`config.mk`:
```
export PLATFORM = sky130hd
export DESIGN_NAME = dma_xlate_walker
export DESIGN_NICKNAME = d
export VERILOG_FILES = /design/src/rtl/dma_xlate_walker.sv
export SDC_FILE = /design/constraint.sdc
export NUM_CORES = 1
export LEC_CHECK = 0
export ABC_AREA = 1
export BUFFER_PORTS_ARGS = -buffer_cell sky130_fd_sc_hd__buf_2
export CORE_AREA = 8 8 469 471
export DETAILED_ROUTE_END_ITERATION = 16
export DIE_AREA = 0 0 477 479
export PLACE_DENSITY = 0.3
export SETUP_SLACK_MARGIN = 0.4
export SKIP_LAST_GASP = 1
export SYNTH_ARGS = -nofsm -noshare
export SYNTH_HDL_FRONTEND = slang
export SYNTH_SLANG_ARGS = --single-unit
export TNS_END_PERCENT = 10
```
`constraint.sdc`:
```
create_clock -name clk -period 4 [get_ports clk]
set_input_delay 0.2 -clock clk [delete_from_list [all_inputs] [get_ports clk]]
set_output_delay 0.2 -clock clk [all_outputs]
set_load 0.01 [all_outputs]
```
`src/rtl/dma_xlate_walker.sv`:
```
module dma_xlate_walker #(
  parameter int SLOTS    = 4,
  parameter int AW       = 64,
  parameter int PG_SHIFT = 12,
  parameter int PX_W     = 8,
  parameter int SX_W     = 11,
  parameter int RX_W     = 11,
  parameter int TYPE_LSB = 2,
  parameter int INV_BIT  = 10,
  parameter int Q_BIT    = 0,
  parameter logic [AW-1:0] MSI_ADDR = 'h0000_0000_FEE0_0000,
  localparam int SW = (SLOTS > 1) ? $clog2(SLOTS) : 1
) (
  input  logic               clk,
  input  logic               rst_n,
  input  logic               req_valid,
  input  logic [AW-1:0]      req_addr,
  input  logic [SW-1:0]      req_slot,
  output logic               busy,
  input  logic [SLOTS-1:0]   slot_cfg,
  input  logic [SLOTS-1:0]   slot_used,
  input  logic [SLOTS*AW-1:0] slot_org,
  input  logic [SLOTS*AW-1:0] slot_lo,
  input  logic [SLOTS*AW-1:0] slot_hi,
  output logic               mem_rd_valid,
  output logic [AW-1:0]      mem_rd_addr,
  input  logic               mem_rd_data_valid,
  input  logic [63:0]        mem_rd_data,
  output logic               rsp_valid,
  output logic [AW-1:0]      rsp_addr,
  output logic [1:0]         rsp_perm,
  output logic [AW-1:0]      rsp_mask,
  output logic               rsp_msi,
  output logic               err_valid,
  output logic [1:0]         err_code,
  output logic [SW-1:0]      err_slot,
  output logic [AW-1:0]      err_addr,
  output logic [31:0]        err_word,
  output logic [SLOTS-1:0]   slot_err
);
  localparam int SX_SH = PG_SHIFT + PX_W;
  localparam int RX_SH = SX_SH + SX_W;
  localparam logic [AW-1:0] PG_MASK = {{(AW-PG_SHIFT){1'b0}}, {PG_SHIFT{1'b1}}};
  localparam logic [AW-1:0] ST_ALN  = {{(AW-SX_W-3){1'b0}}, {(SX_W+3){1'b1}}};
  localparam logic [AW-1:0] PT_ALN  = {{(AW-PX_W-3){1'b0}}, {(PX_W+3){1'b1}}};
  localparam logic [1:0] RT_TYPE = 2'b11;
  localparam logic [1:0] ST_TYPE = 2'b10;

  typedef enum logic [1:0] {IDLE, RT, ST, PT} st_t;
  st_t st, nst;

  logic [AW-1:0] va, base, nbase, idx, org, lo, hi, cur_addr;
  logic [SW-1:0] slot, cur_slot;
  logic live, fin, flt, rmsi;
  logic [1:0] code, rperm;
  logic [AW-1:0] raddr, rmask;
  logic [AW-1:0] ent;
  logic [1:0] etype;

  assign org  = slot_org[req_slot*AW +: AW];
  assign lo   = slot_lo[req_slot*AW +: AW];
  assign hi   = slot_hi[req_slot*AW +: AW];
  assign live = (int'(req_slot) < SLOTS) && slot_cfg[req_slot] && slot_used[req_slot];

  assign busy         = (st != IDLE);
  assign mem_rd_valid = (st != IDLE);
  assign mem_rd_addr  = base + (idx << 3);
  assign ent          = AW'(mem_rd_data);
  assign etype        = mem_rd_data[TYPE_LSB +: 2];
  assign cur_addr     = (st == IDLE) ? req_addr : va;
  assign cur_slot     = (st == IDLE) ? req_slot : slot;

  always_comb begin
    case (st)
      RT:      idx = AW'(va[RX_SH +: RX_W]);
      ST:      idx = AW'(va[SX_SH +: SX_W]);
      default: idx = AW'(va[PG_SHIFT +: PX_W]);
    endcase
  end

  always_comb begin
    fin = 1'b0; flt = 1'b0; code = 2'd0; rmsi = 1'b0;
    raddr = '0; rperm = 2'b00; rmask = '1;
    nbase = base; nst = st;
    case (st)
      IDLE: if (req_valid) begin
        if (!live) fin = 1'b1;
        else if (req_addr == MSI_ADDR) begin
          fin = 1'b1; raddr = req_addr; rperm = 2'b11; rmask = PG_MASK; rmsi = 1'b1;
        end else if (org == '0) begin
          fin = 1'b1; flt = 1'b1; code = 2'd1;
        end else if (req_addr < lo || req_addr > hi) begin
          fin = 1'b1; flt = 1'b1; code = 2'd2;
        end else begin
          nbase = org & ~PG_MASK; nst = RT;
        end
      end
      RT: if (mem_rd_data_valid) begin
        if (etype != RT_TYPE) begin fin = 1'b1; flt = 1'b1; code = 2'd3; end
        else begin nbase = ent & ~ST_ALN; nst = ST; end
      end
      ST: if (mem_rd_data_valid) begin
        if (etype != ST_TYPE) begin fin = 1'b1; flt = 1'b1; code = 2'd3; end
        else begin nbase = ent & ~PT_ALN; nst = PT; end
      end
      default: if (mem_rd_data_valid) begin
        fin = 1'b1;
        if (ent == '0) begin flt = 1'b1; code = 2'd3; end
        else begin
          raddr = ent & ~PG_MASK; rmask = PG_MASK;
          rperm = ent[INV_BIT] ? 2'b00 : 2'b11;
        end
      end
    endcase
    if (fin) nst = IDLE;
  end

  always_ff @(posedge clk) begin
    if (!rst_n) begin
      st <= IDLE; va <= '0; base <= '0; slot <= '0;
      rsp_valid <= 1'b0; rsp_addr <= '0; rsp_perm <= 2'b00; rsp_mask <= '0; rsp_msi <= 1'b0;
      err_valid <= 1'b0; err_code <= 2'd0; err_slot <= '0; err_addr <= '0; err_word <= '0;
      slot_err <= '0;
    end else begin
      st <= nst;
      base <= nbase;
      if (st == IDLE && req_valid) begin
        va <= req_addr;
        slot <= req_slot;
      end
      rsp_valid <= fin;
      err_valid <= flt;
      if (fin) begin
        rsp_addr <= raddr; rsp_perm <= rperm; rsp_mask <= rmask; rsp_msi <= rmsi;
      end
      if (flt) begin
        err_code <= code;
        err_slot <= cur_slot;
        err_addr <= cur_addr;
        err_word <= (code == 2'd3) ? (32'd1 << Q_BIT) : 32'd0;
        slot_err[cur_slot] <= 1'b1;
      end
    end
  end
endmodule

```
==> results of run 1 <==
[kinds of logic after synthesis]
logic type / Yosys count
other: 1
AOI/OAI and AO/OA: 852
adders and majority gates: 137
muxes: 13
and+or+nand+nor: 1520
DFF: 264
xor gates and xnor gates: 47
buffers and inverters: 546
[registers in the layout, indices dropped and copies added (netlist names)]
register / cells
err_addr: 64
rsp_addr: 64
va: 64
base: 53
slot_err: 4
err_code: 2
err_slot: 2
rsp_mask: 2
slot: 2
st: 2
err_valid: 1
err_word: 1
rsp_msi: 1
rsp_perm: 1
rsp_valid: 1
[Yosys cell counts, types with 12 or more instances]
| cell type | number | area (µm²) |
|---|---|---|
| o22a_1 | 12 | 105.1 |
| o21ai_1 | 17 | 85.08 |
| a21oi_1 | 359 | 1797 |
| a211oi_1 | 19 | 142.6 |
| nor4_1 | 47 | 294.0 |
| o21ai_0 | 216 | 1081 |
| nand2_1 | 908 | 3408 |
| clkbuf_1 | 154 | 578.1 |
| nor3_1 | 34 | 170.2 |
| mux2i_1 | 13 | 130.1 |
| buf_2 | 48 | 240.2 |
| xor2_1 | 46 | 402.9 |
| nand4_1 | 76 | 475.5 |
| ha_1 | 136 | 1702 |
| nand3_1 | 115 | 575.6 |
| buf_4 | 107 | 803.3 |
| nor2_1 | 321 | 1205 |
| inv_1 | 202 | 758.2 |
| a32o_1 | 166 | 1662 |
| a31oi_1 | 24 | 150.1 |
| dfxtp_1 | 264 | 5285 |
| buf_1 | 24 | 90.09 |
[final timing paths]
path | from | endpoint | cells after the start
min reg2reg | rsp_addr[5] | rsp_addr[5] | 2
max reg2reg | st[1] | err_addr[5] | 16
max | st[0] | mem_rd_addr[60] | 23
min | req_addr[34] | va[34] | 3
[layer usage]
| layer | vias up | GRT usage, % | wire length, µm |
|---|---|---|---|
| met3 | 356 | 3.800 | 13460 |
| met1 | 14536 | 20.30 | 83850 |
| met5 | - | 0 | 248 |
| met2 | 1363 | 35.92 | 117300 |
| li1 | 14099 | - | - |
| met4 | 38 | 4.135 | 7326 |
[worst max-delay path: stages (launching register included)]
cell,delay [ns]
dfxtp_2,0.35
inv_4,0.05
ha_4,0.26
nand2_4,0.09
buf_6,0.10
o32ai_4,0.07
buf_6,0.14
ha_4,0.26
a21oi_4,0.05
o21ai_4,0.15
buf_6,0.13
nand2_4,0.05
nor3_4,0.14
nand3_2,0.14
buf_4,0.18
inv_1,0.05
nand3_1,0.09
nor2_1,0.11
buf_4,0.14
and3_4,0.19
nand3_2,0.08
xor2_2,0.25
buf_4,0.15
buf_2,0.12
[power by group]
part | total [mW] | switching (mW) | internal [mW]
Sequential | 2.93 | 0.134 | 2.80
Clock | 3.94 | 1.57 | 2.37
Combinational | 3.60 | 2.26 | 1.34
Total | 10.5 | 3.96 | 6.50
[final cells by class]
cell class              instances  area share, %
clock buffers                  58          3.336
clock inverters                15         0.6522
multi-input cells            2603          41.50
diodes                         44         0.3136
repair buffers               1535          26.73
flip-flops and latches        264          15.07
well taps                    2838          10.12
inverters                     205          2.285
[through the flow]
step	area, µm²	std cells	hold slack (ns)	power (mW)
4_1_cts	34640	7512	0.002310	10.72
2_1_floorplan	21960	3413	0.3387	4.533
5_1_grt	35030	7531	0.004183	11.08
6_report	35100	7562	0.04207	10.47
3_3_place_gp	31830	7323	0.4140	6.541
3_5_place_dp	31830	7323	0.4168	6.545
[timing repair]
item | in CTS | in global routing
endpoints found under the setup margin | 120 | 244
hold buffers | 100 | 0
setup buffers | 16 | 6
gates resized for setup | 57 | 65
endpoints found under the hold margin | 124 | 0
pin swaps | 23 | 26
==> metrics.cfg, run 1 <==
[timing]
finalSetupTns_ns=-2.315
finalHoldViolCount=0
timing.clock.skew_ns=0.04656
layout_min_cycle_time_ns=4.164
worstMarginPinSlew_ns=1.125
setup_viol_count_final=24
slew_headroom_pct=24.32
max_freq_mhz=240.2
post-route-worst-setup-slack_ns=-0.1638
timing.final.crit_share_pct=104.1
slew_viol_final=0
rsz_0062_raised_after_global_routing=true

[cells_and_area]
most_frequent_cells_in_the_layout=buf_2 (1,164), nand2_1 (898), a21oi_1 (358)
post_route_cells_drive_above_1_share_pct=34.17
final_util_pct=16.49
area.growth.synth_to_final_pct=61.44
multi_input_comb_area_um2=14570
layout.area.seq_um2=5289
nNetsFinal=5697
final_common_cell=buf_2
fill_cells=24874

[detailed_routing]
drc=0
via_count=30392
avgViaCountPerCell=4.019
detail-route-antenna-nets=0
overall_routed_net_length_um=222200
routed_wire_length_per_instance_um=29.38
drt_iter0_markers=2151
drt_first_pass_iters=6

[placed_design]
detailedPlace.worstSlack_ns=-0.4821
io_buffers=1178
post_detailed_placement_half_perimeter_wirelength_um=191700
routabilityCongestion=0.9171

[cts]
clkSinkCount=264
cts_tree=done
cts_buffers=41
htree_num_levels=2
cts.reportedPaths.clkPinSlew_ns=0.06
clock_tree_root_driver_cell=clkbuf_16
clk_latency_ns=0.63
largest_buffer_count_on_any_clock_path=3

[synthesis]
synthesis.area_um2=21740
asyncSetResetFlopFracSynth_pct=0
synth_cell_type_count=50
synthAdderAreaFrac_pct=7.918
synth_area_per_cell_um2=6.433
netlist_instances=3380
post_synth_xor_area_fraction_pct=1.893
count_of_synthesis_stage_warnings_from_yosys=0
share_of_synthesized_cell_area_in_and_or_nand_and_nor_gates_pct=28.87
count_of_flip_flops_with_a_built_in_enable_after_synthesis=0
yosysSeqAreaShare_pct=24.31
synthMuxAreaShare_pct=0.5984
ys_seq_elements=264
dominantRegCellSynth=dfxtp_1
synth-compound-area-share_pct=24.56
combinational_family_with_the_most_area_after_synthesis=simple AND/OR/NAND/NOR gates

[job]
timing.max_cap.violations=0

[critical_path]
worst-endpoint-required_ns=3.80
reg2reg_setup_slack_ns=0.71
worst_setup_sp_type=flip-flop
arrival_ns=3.96
worst-path-max-fanout=4
setup.worst_path.class=reg2out
crit_path_end_kind=primary output

[die]
chipHeight_um=479
num_rows=170
core_area_um2=212900
die_area_um2=228500
initial_core_util_pct=10.21
dieWidth_um=477
floorplan.io_pins=1213

[global_route]
maximum_number_of_pins_on_one_net_before_global_route_repair=111
grt_overflow=0
grt_antenna_before_repair=161
first_global_vias=30988
grt.total_usage_pct=18.42
global_route_wire_length_before_repair_um=290400

[status]
violations_in_the_final_reports=setup timing
status=complete, but fails checks

[power]
power.density_cell_area_nw_per_um2=298.2
power.static_leakage_nw=16.14
peakVddDrop_uv=307.4

[hold_path]
hold_path.class=in2reg

Note: power is estimated with default switching activity, not from simulation.
==> run 2: changes to the inputs <==
--- a/config.mk
+++ b/config.mk
@@ -7,9 +7,10 @@
 export LEC_CHECK = 0
 export ABC_AREA = 1
 export BUFFER_PORTS_ARGS = -buffer_cell sky130_fd_sc_hd__buf_2
-export CORE_AREA = 8 8 469 471
+export CORE_AREA = 8 8 472 474
 export DETAILED_ROUTE_END_ITERATION = 16
-export DIE_AREA = 0 0 477 479
+export DIE_AREA = 0 0 480 482
+export MAX_ROUTING_LAYER = met4
 export PLACE_DENSITY = 0.3
 export SETUP_SLACK_MARGIN = 0.4
 export SKIP_LAST_GASP = 1
==> metrics.cfg, run 2 (synthesis results as in run 1) <==
[status]
status=complete, but fails checks
violations_in_the_final_reports=setup timing

[detailed_routing]
drt_iter0_markers=1756
via_count=30199
avgViaCountPerCell=3.964
drc=0
detail-route-antenna-nets=0
drt_first_pass_iters=5
routed_wire_length_per_instance_um=29.04
overall_routed_net_length_um=221200

[critical_path]
worst-r2r-cell-count=17
r2r_end=err_code[1]
setup.worst_path.class=reg2out
arrival_ns=3.94
reg2reg_setup_slack_ns=0.93
crit_path_end_kind=primary output
worst-endpoint-required_ns=3.80
worst-path-max-fanout=4
r2r-start=st[0]
worst_setup_sp_type=flip-flop

[timing]
setup_viol_count_final=24
worstMarginPinSlew_ns=1.021
post-route-worst-setup-slack_ns=-0.1432
rsz_0062_raised_after_global_routing=true
slew_headroom_pct=31.97
finalHoldViolCount=0
layout_min_cycle_time_ns=4.143
timing.final.crit_share_pct=103.6
final.hold.worst_slack_ns=0.03616
finalSetupTns_ns=-1.585
slew_viol_final=0
max_freq_mhz=241.4
timing.clock.skew_ns=0.03835

[placed_design]
detailedPlace.worstSlack_ns=-0.2230
post-place-cells=7336
routabilityCongestion=0.9110
post_detailed_placement_half_perimeter_wirelength_um=191500
place_area_um2=31860
io_buffers=1178

[die]
core_area_um2=215700
dieWidth_um=480
initial_core_util_pct=10.08
floorplan.io_pins=1213
die_area_um2=231400
chipHeight_um=482
num_rows=171

[cts]
cts_tree=done
clock_tree_root_driver_cell=clkbuf_16
largest_buffer_count_on_any_clock_path=3
cts_buffers=42
clkSinkCount=264
htree_num_levels=2
cts.reportedPaths.clkPinSlew_ns=0.06
clk_latency_ns=0.63

[power]
power.static_leakage_nw=16.12
power.density_cell_area_nw_per_um2=295.0
peakVddDrop_uv=272.9
internal_power_of_the_cells_mw=6.446
clock_power_share_pct=37.9
total_power_consumption_of_the_routed_design_mw=10.39
power_switching_share_pct=37.93
p_comb_share_pct=33.9
switching_power_total_mw=3.939
share_seq_of_total_power_pct=28.2

[cells_and_area]
final_cells=7619
area.growth.synth_to_final_pct=61.87
final_util_pct=16.32
nNetsFinal=5704
area_of_all_placed_cells_without_fillers_um2=35200
final_common_cell=buf_2
fill_cells=25208
most_frequent_cells_in_the_layout=buf_2 (1,167), nand2_1 (898), a21oi_1 (358)
post_route_cells_drive_above_1_share_pct=34.04
biggestRegsByFlops=err_addr: 64 flops, rsp_addr: 64 flops, va: 64 flops

[job]
timing.max_cap.violations=0

[hold_path]
worstHoldEndpoint=rsp_addr[19]
hold_path.class=in2reg
holdPathStages=3
hold_startpoint=mem_rd_data[19]

[global_route]
grt_overflow=0
grt_antenna_before_repair=189
maximum_number_of_pins_on_one_net_before_global_route_repair=95
first_global_vias=30518
grt.total_usage_pct=18.64
global_route_wire_length_before_repair_um=287000

## run 2: changes by cell type in the layout (fill, tap and decap cells not counted), moves of 3 or more
cell           change
inv_2              +3
nor2_4             -3
clkbuf_1           -4
clkinv_4           +3
buf_2              +3
xor2_1             +5
xor2_2             -6
diode_2           +33
clkinvlp_4         +3
dlygate4sd3_1      +7
buf_6              -7
nor2_1             +4
## run 2: routing by layer
layer	vias up	GRT usage (%)	wire, µm
met1	14373	19.24	82410
met2	1313	36.08	119300
met4	0	3.688	5954
li1	14173	-	-
met5	-	-	0
met3	340	4.193	13550
## run 2: cell type report
cell class	instances	area [µm²]	share of cell area [%]
Clock inverter	21	267.8	0.7607
Sequential cell	264	5289	15.03
Inverter	205	797.0	2.264
Timing Repair Buffer	1541	9425	26.78
Multi-Input combinational cell	2603	14500	41.20
Clock buffer	54	1156	3.285
Tap cell	2854	3571	10.15
Antenna cell	77	192.7	0.5474
## run 2: how the worst max path moves through the flow
stage	cells after the start	slack (ns)	endpoint	start
after global routing	22	-0.36	mem_rd_addr[60]	st[1]
after CTS	21	-0.28	mem_rd_addr[63]	st[1]
final	21	-0.14	mem_rd_addr[63]	st[1]
after global placement	22	-0.24	base[37]	req_slot[0]
after detailed placement	22	-0.22	base[37]	req_slot[1]
after floorplan	19	0.40	mem_rd_addr[63]	st[1]
## run 2: timing repair
action / in CTS / in global routing
endpoints found under the setup margin: 48 / 218
setup buffers: 14 / 10
pin swaps: 20 / 23
gates resized for setup: 57 / 41
hold buffers: 107 / 0
hold endpoints to repair: 110 / 0
## run 2: power by group through the flow
stage | Combinational, mW | Sequential (mW) | Clock (mW)
after floorplan | 1.55 | 2.98 | 0
after global placement | 3.51 | 2.98 | 0
after detailed placement | 3.50 | 2.98 | 0
after CTS | 3.62 | 2.92 | 4.14
after global routing | 3.85 | 2.95 | 4.21
final | 3.52 | 2.92 | 3.94
## run 2: critical path, stage by stage (launching register included)
cell and delay, ns:
dfxtp_2 0.35, inv_4 0.05, ha_4 0.30, nand2_4 0.07
o22ai_4 0.17, buf_6 0.12, ha_4 0.12, inv_2 0.04
fa_2 0.35, o21ai_2 0.16, buf_6 0.12, nand3_4 0.07
nor2_4 0.13, inv_4 0.06, nor2_4 0.10, inv_2 0.06
nor3_4 0.18, nand3_2 0.13, nor2_4 0.29, nand3_2 0.13
xor2_2 0.16, buf_2 0.14
==> run 3: changes to the inputs <==
==> constraint.sdc (replaced) <==
create_clock -name clk -period 4 [get_ports clk]
set_input_delay 0.4 -clock clk [delete_from_list [all_inputs] [get_ports clk]]
set_output_delay 0.4 -clock clk [all_outputs]
set_load 0.01 [all_outputs]
==> metrics.cfg, run 3 (synthesis results as in run 1) <==
[status]
status=complete, but fails checks
violations_in_the_final_reports=setup timing

[cells_and_area]
final_cells=7651
post_route_cells_drive_above_1_share_pct=36.42
biggestRegsByFlops=err_addr: 64 flops, rsp_addr: 64 flops, va: 64 flops
layout.area.seq_um2=5291
most_frequent_cells_in_the_layout=buf_2 (1,160), nand2_1 (897), a21oi_1 (358)
area_of_all_placed_cells_without_fillers_um2=35050
nNetsFinal=5687
multi_input_comb_area_um2=14650
fill_cells=25200
area.growth.synth_to_final_pct=61.17
final_common_cell=buf_2

[die]
chipHeight_um=482
floorplan.io_pins=1213
num_rows=171
die_area_um2=231400
dieWidth_um=480
initial_core_util_pct=10.08
core_area_um2=215700

[global_route]
grt.total_usage_pct=19.31
grt_antenna_before_repair=189
grt_overflow=0
first_global_vias=31002
maximum_number_of_pins_on_one_net_before_global_route_repair=93
global_route_wire_length_before_repair_um=294300

[cts]
largest_buffer_count_on_any_clock_path=3
clkSinkCount=264
htree_num_levels=2
clock_tree_root_driver_cell=clkbuf_16
clk_latency_ns=0.63
cts.reportedPaths.clkPinSlew_ns=0.06
cts_buffers=40
cts_tree=done

[detailed_routing]
routed_wire_length_per_instance_um=29.98
drt_iter0_markers=2161
drc=0
overall_routed_net_length_um=229400
via_count=30524
detail-route-antenna-nets=0
avgViaCountPerCell=3.990
drt_first_pass_iters=5

[hold_path]
hold_path.class=in2reg
holdPathStages=3

[power]
power.density_cell_area_nw_per_um2=294.6
total_power_consumption_of_the_routed_design_mw=10.33
power.static_leakage_nw=16.15
peakVddDrop_uv=245.9

[critical_path]
worst-r2r-cell-count=16
worst-path-max-fanout=4
setup.worst_path.class=reg2out
worst_setup_sp_type=flip-flop
worst-endpoint-required_ns=3.60
crit_path_end_kind=primary output
arrival_ns=4.15

[placed_design]
post-place-cells=7407
post_detailed_placement_half_perimeter_wirelength_um=200000
routabilityCongestion=0.9158
place_area_um2=32470
io_buffers=1178
detailedPlace.worstSlack_ns=-0.6646

[timing]
timing.clock.skew_ns=0.05971
timing.final.crit_share_pct=113.8
worstMarginPinSlew_ns=1.131
slew_viol_final=0
setup_viol_count_final=38
slew_headroom_pct=24.62
max_freq_mhz=219.7
rsz_0062_raised_after_global_routing=true
layout_min_cycle_time_ns=4.551
post-route-worst-setup-slack_ns=-0.5514
finalHoldViolCount=0

[job]
timing.max_cap.violations=0

==> run 3: cell types whose count changed in the layout (fill, tap and decap cells not counted), sizes merged <==
cell         change
dlygate4sd3    -104
buf             +89
diode           +49
clkbuf           -6
clkinv           +3
inv              +3
clkinvlp         -2
==> run 3: report_power, final <==
part           total (mW)  switching [mW]  internal (mW)
logic                3.59            2.26           1.33
registers            2.93           0.132           2.80
clock network        3.81            1.65           2.16
total                10.3            4.03           6.29
==> run 3: worst max-delay path: stages (launching register included) <==
cell	delay, ns
dfxtp_2	0.35
inv_2	0.06
ha_4	0.34
nand2_8	0.07
buf_6	0.12
o32ai_2	0.10
ha_1	0.29
inv_2	0.09
buf_4	0.11
o21ai_2	0.06
buf_6	0.12
nand3_4	0.10
nor2_4	0.04
buf_4	0.12
buf_4	0.12
buf_4	0.12
buf_4	0.12
buf_4	0.12
buf_4	0.12
buf_4	0.12
buf_4	0.12
buf_4	0.12
buf_4	0.12
buf_4	0.13
xor2_2	0.16
buf_6	0.15
==> run 3: timing repair <==
item / in CTS / in global routing
endpoints found under the setup margin: 246 / 246
gates resized for setup: 80 / 33
hold endpoints to repair: 3 / 0
pin swaps: 31 / 23
buffers inserted: 35 / 7
hold buffers: 3 / 0
==> run 3: through the flow <==
stage               hold WS, ns  util [%]  TNS, ns
global route            0.04006     16.22   -39.45
detailed placement       0.4167     15.06   -98.15
floorplan                0.4344         -        0
finish                  0.06472     16.25   -9.316
global placement         0.4141     15.06   -94.44
CTS                    0.008633     16.00   -15.29
==> run 3: final cells by class <==
type,count,share of cell area [%]
tap,2854,10.19
clock inverter,25,0.8176
antenna,126,0.8997
timing repair buffer,1526,25.93
sequential,264,15.10
clock buffer,48,2.999
inverter,205,2.274
multi-input combinational,2603,41.80
==> run 3: per-layer routing <==
metal | vias up | wire (µm) | GRT usage (%)
met5 | - | 0 | -
met4 | 0 | 7435 | 5.270
met3 | 314 | 15410 | 4.267
met2 | 1355 | 121100 | 36.22
met1 | 14667 | 85450 | 20.36
li1 | 14188 | - | -
==> run 3: worst paths after layout <==
path / startpoint / end / slack (ns)
worst max-delay path: st[1] / mem_rd_addr[19] / -0.55
worst min-delay path: mem_rd_data[12] / rsp_addr[12] / 0.06
worst max register to register: st[1] / err_addr[59] / 0.91
worst min register to register: rsp_addr[10] / rsp_addr[10] / 0.42
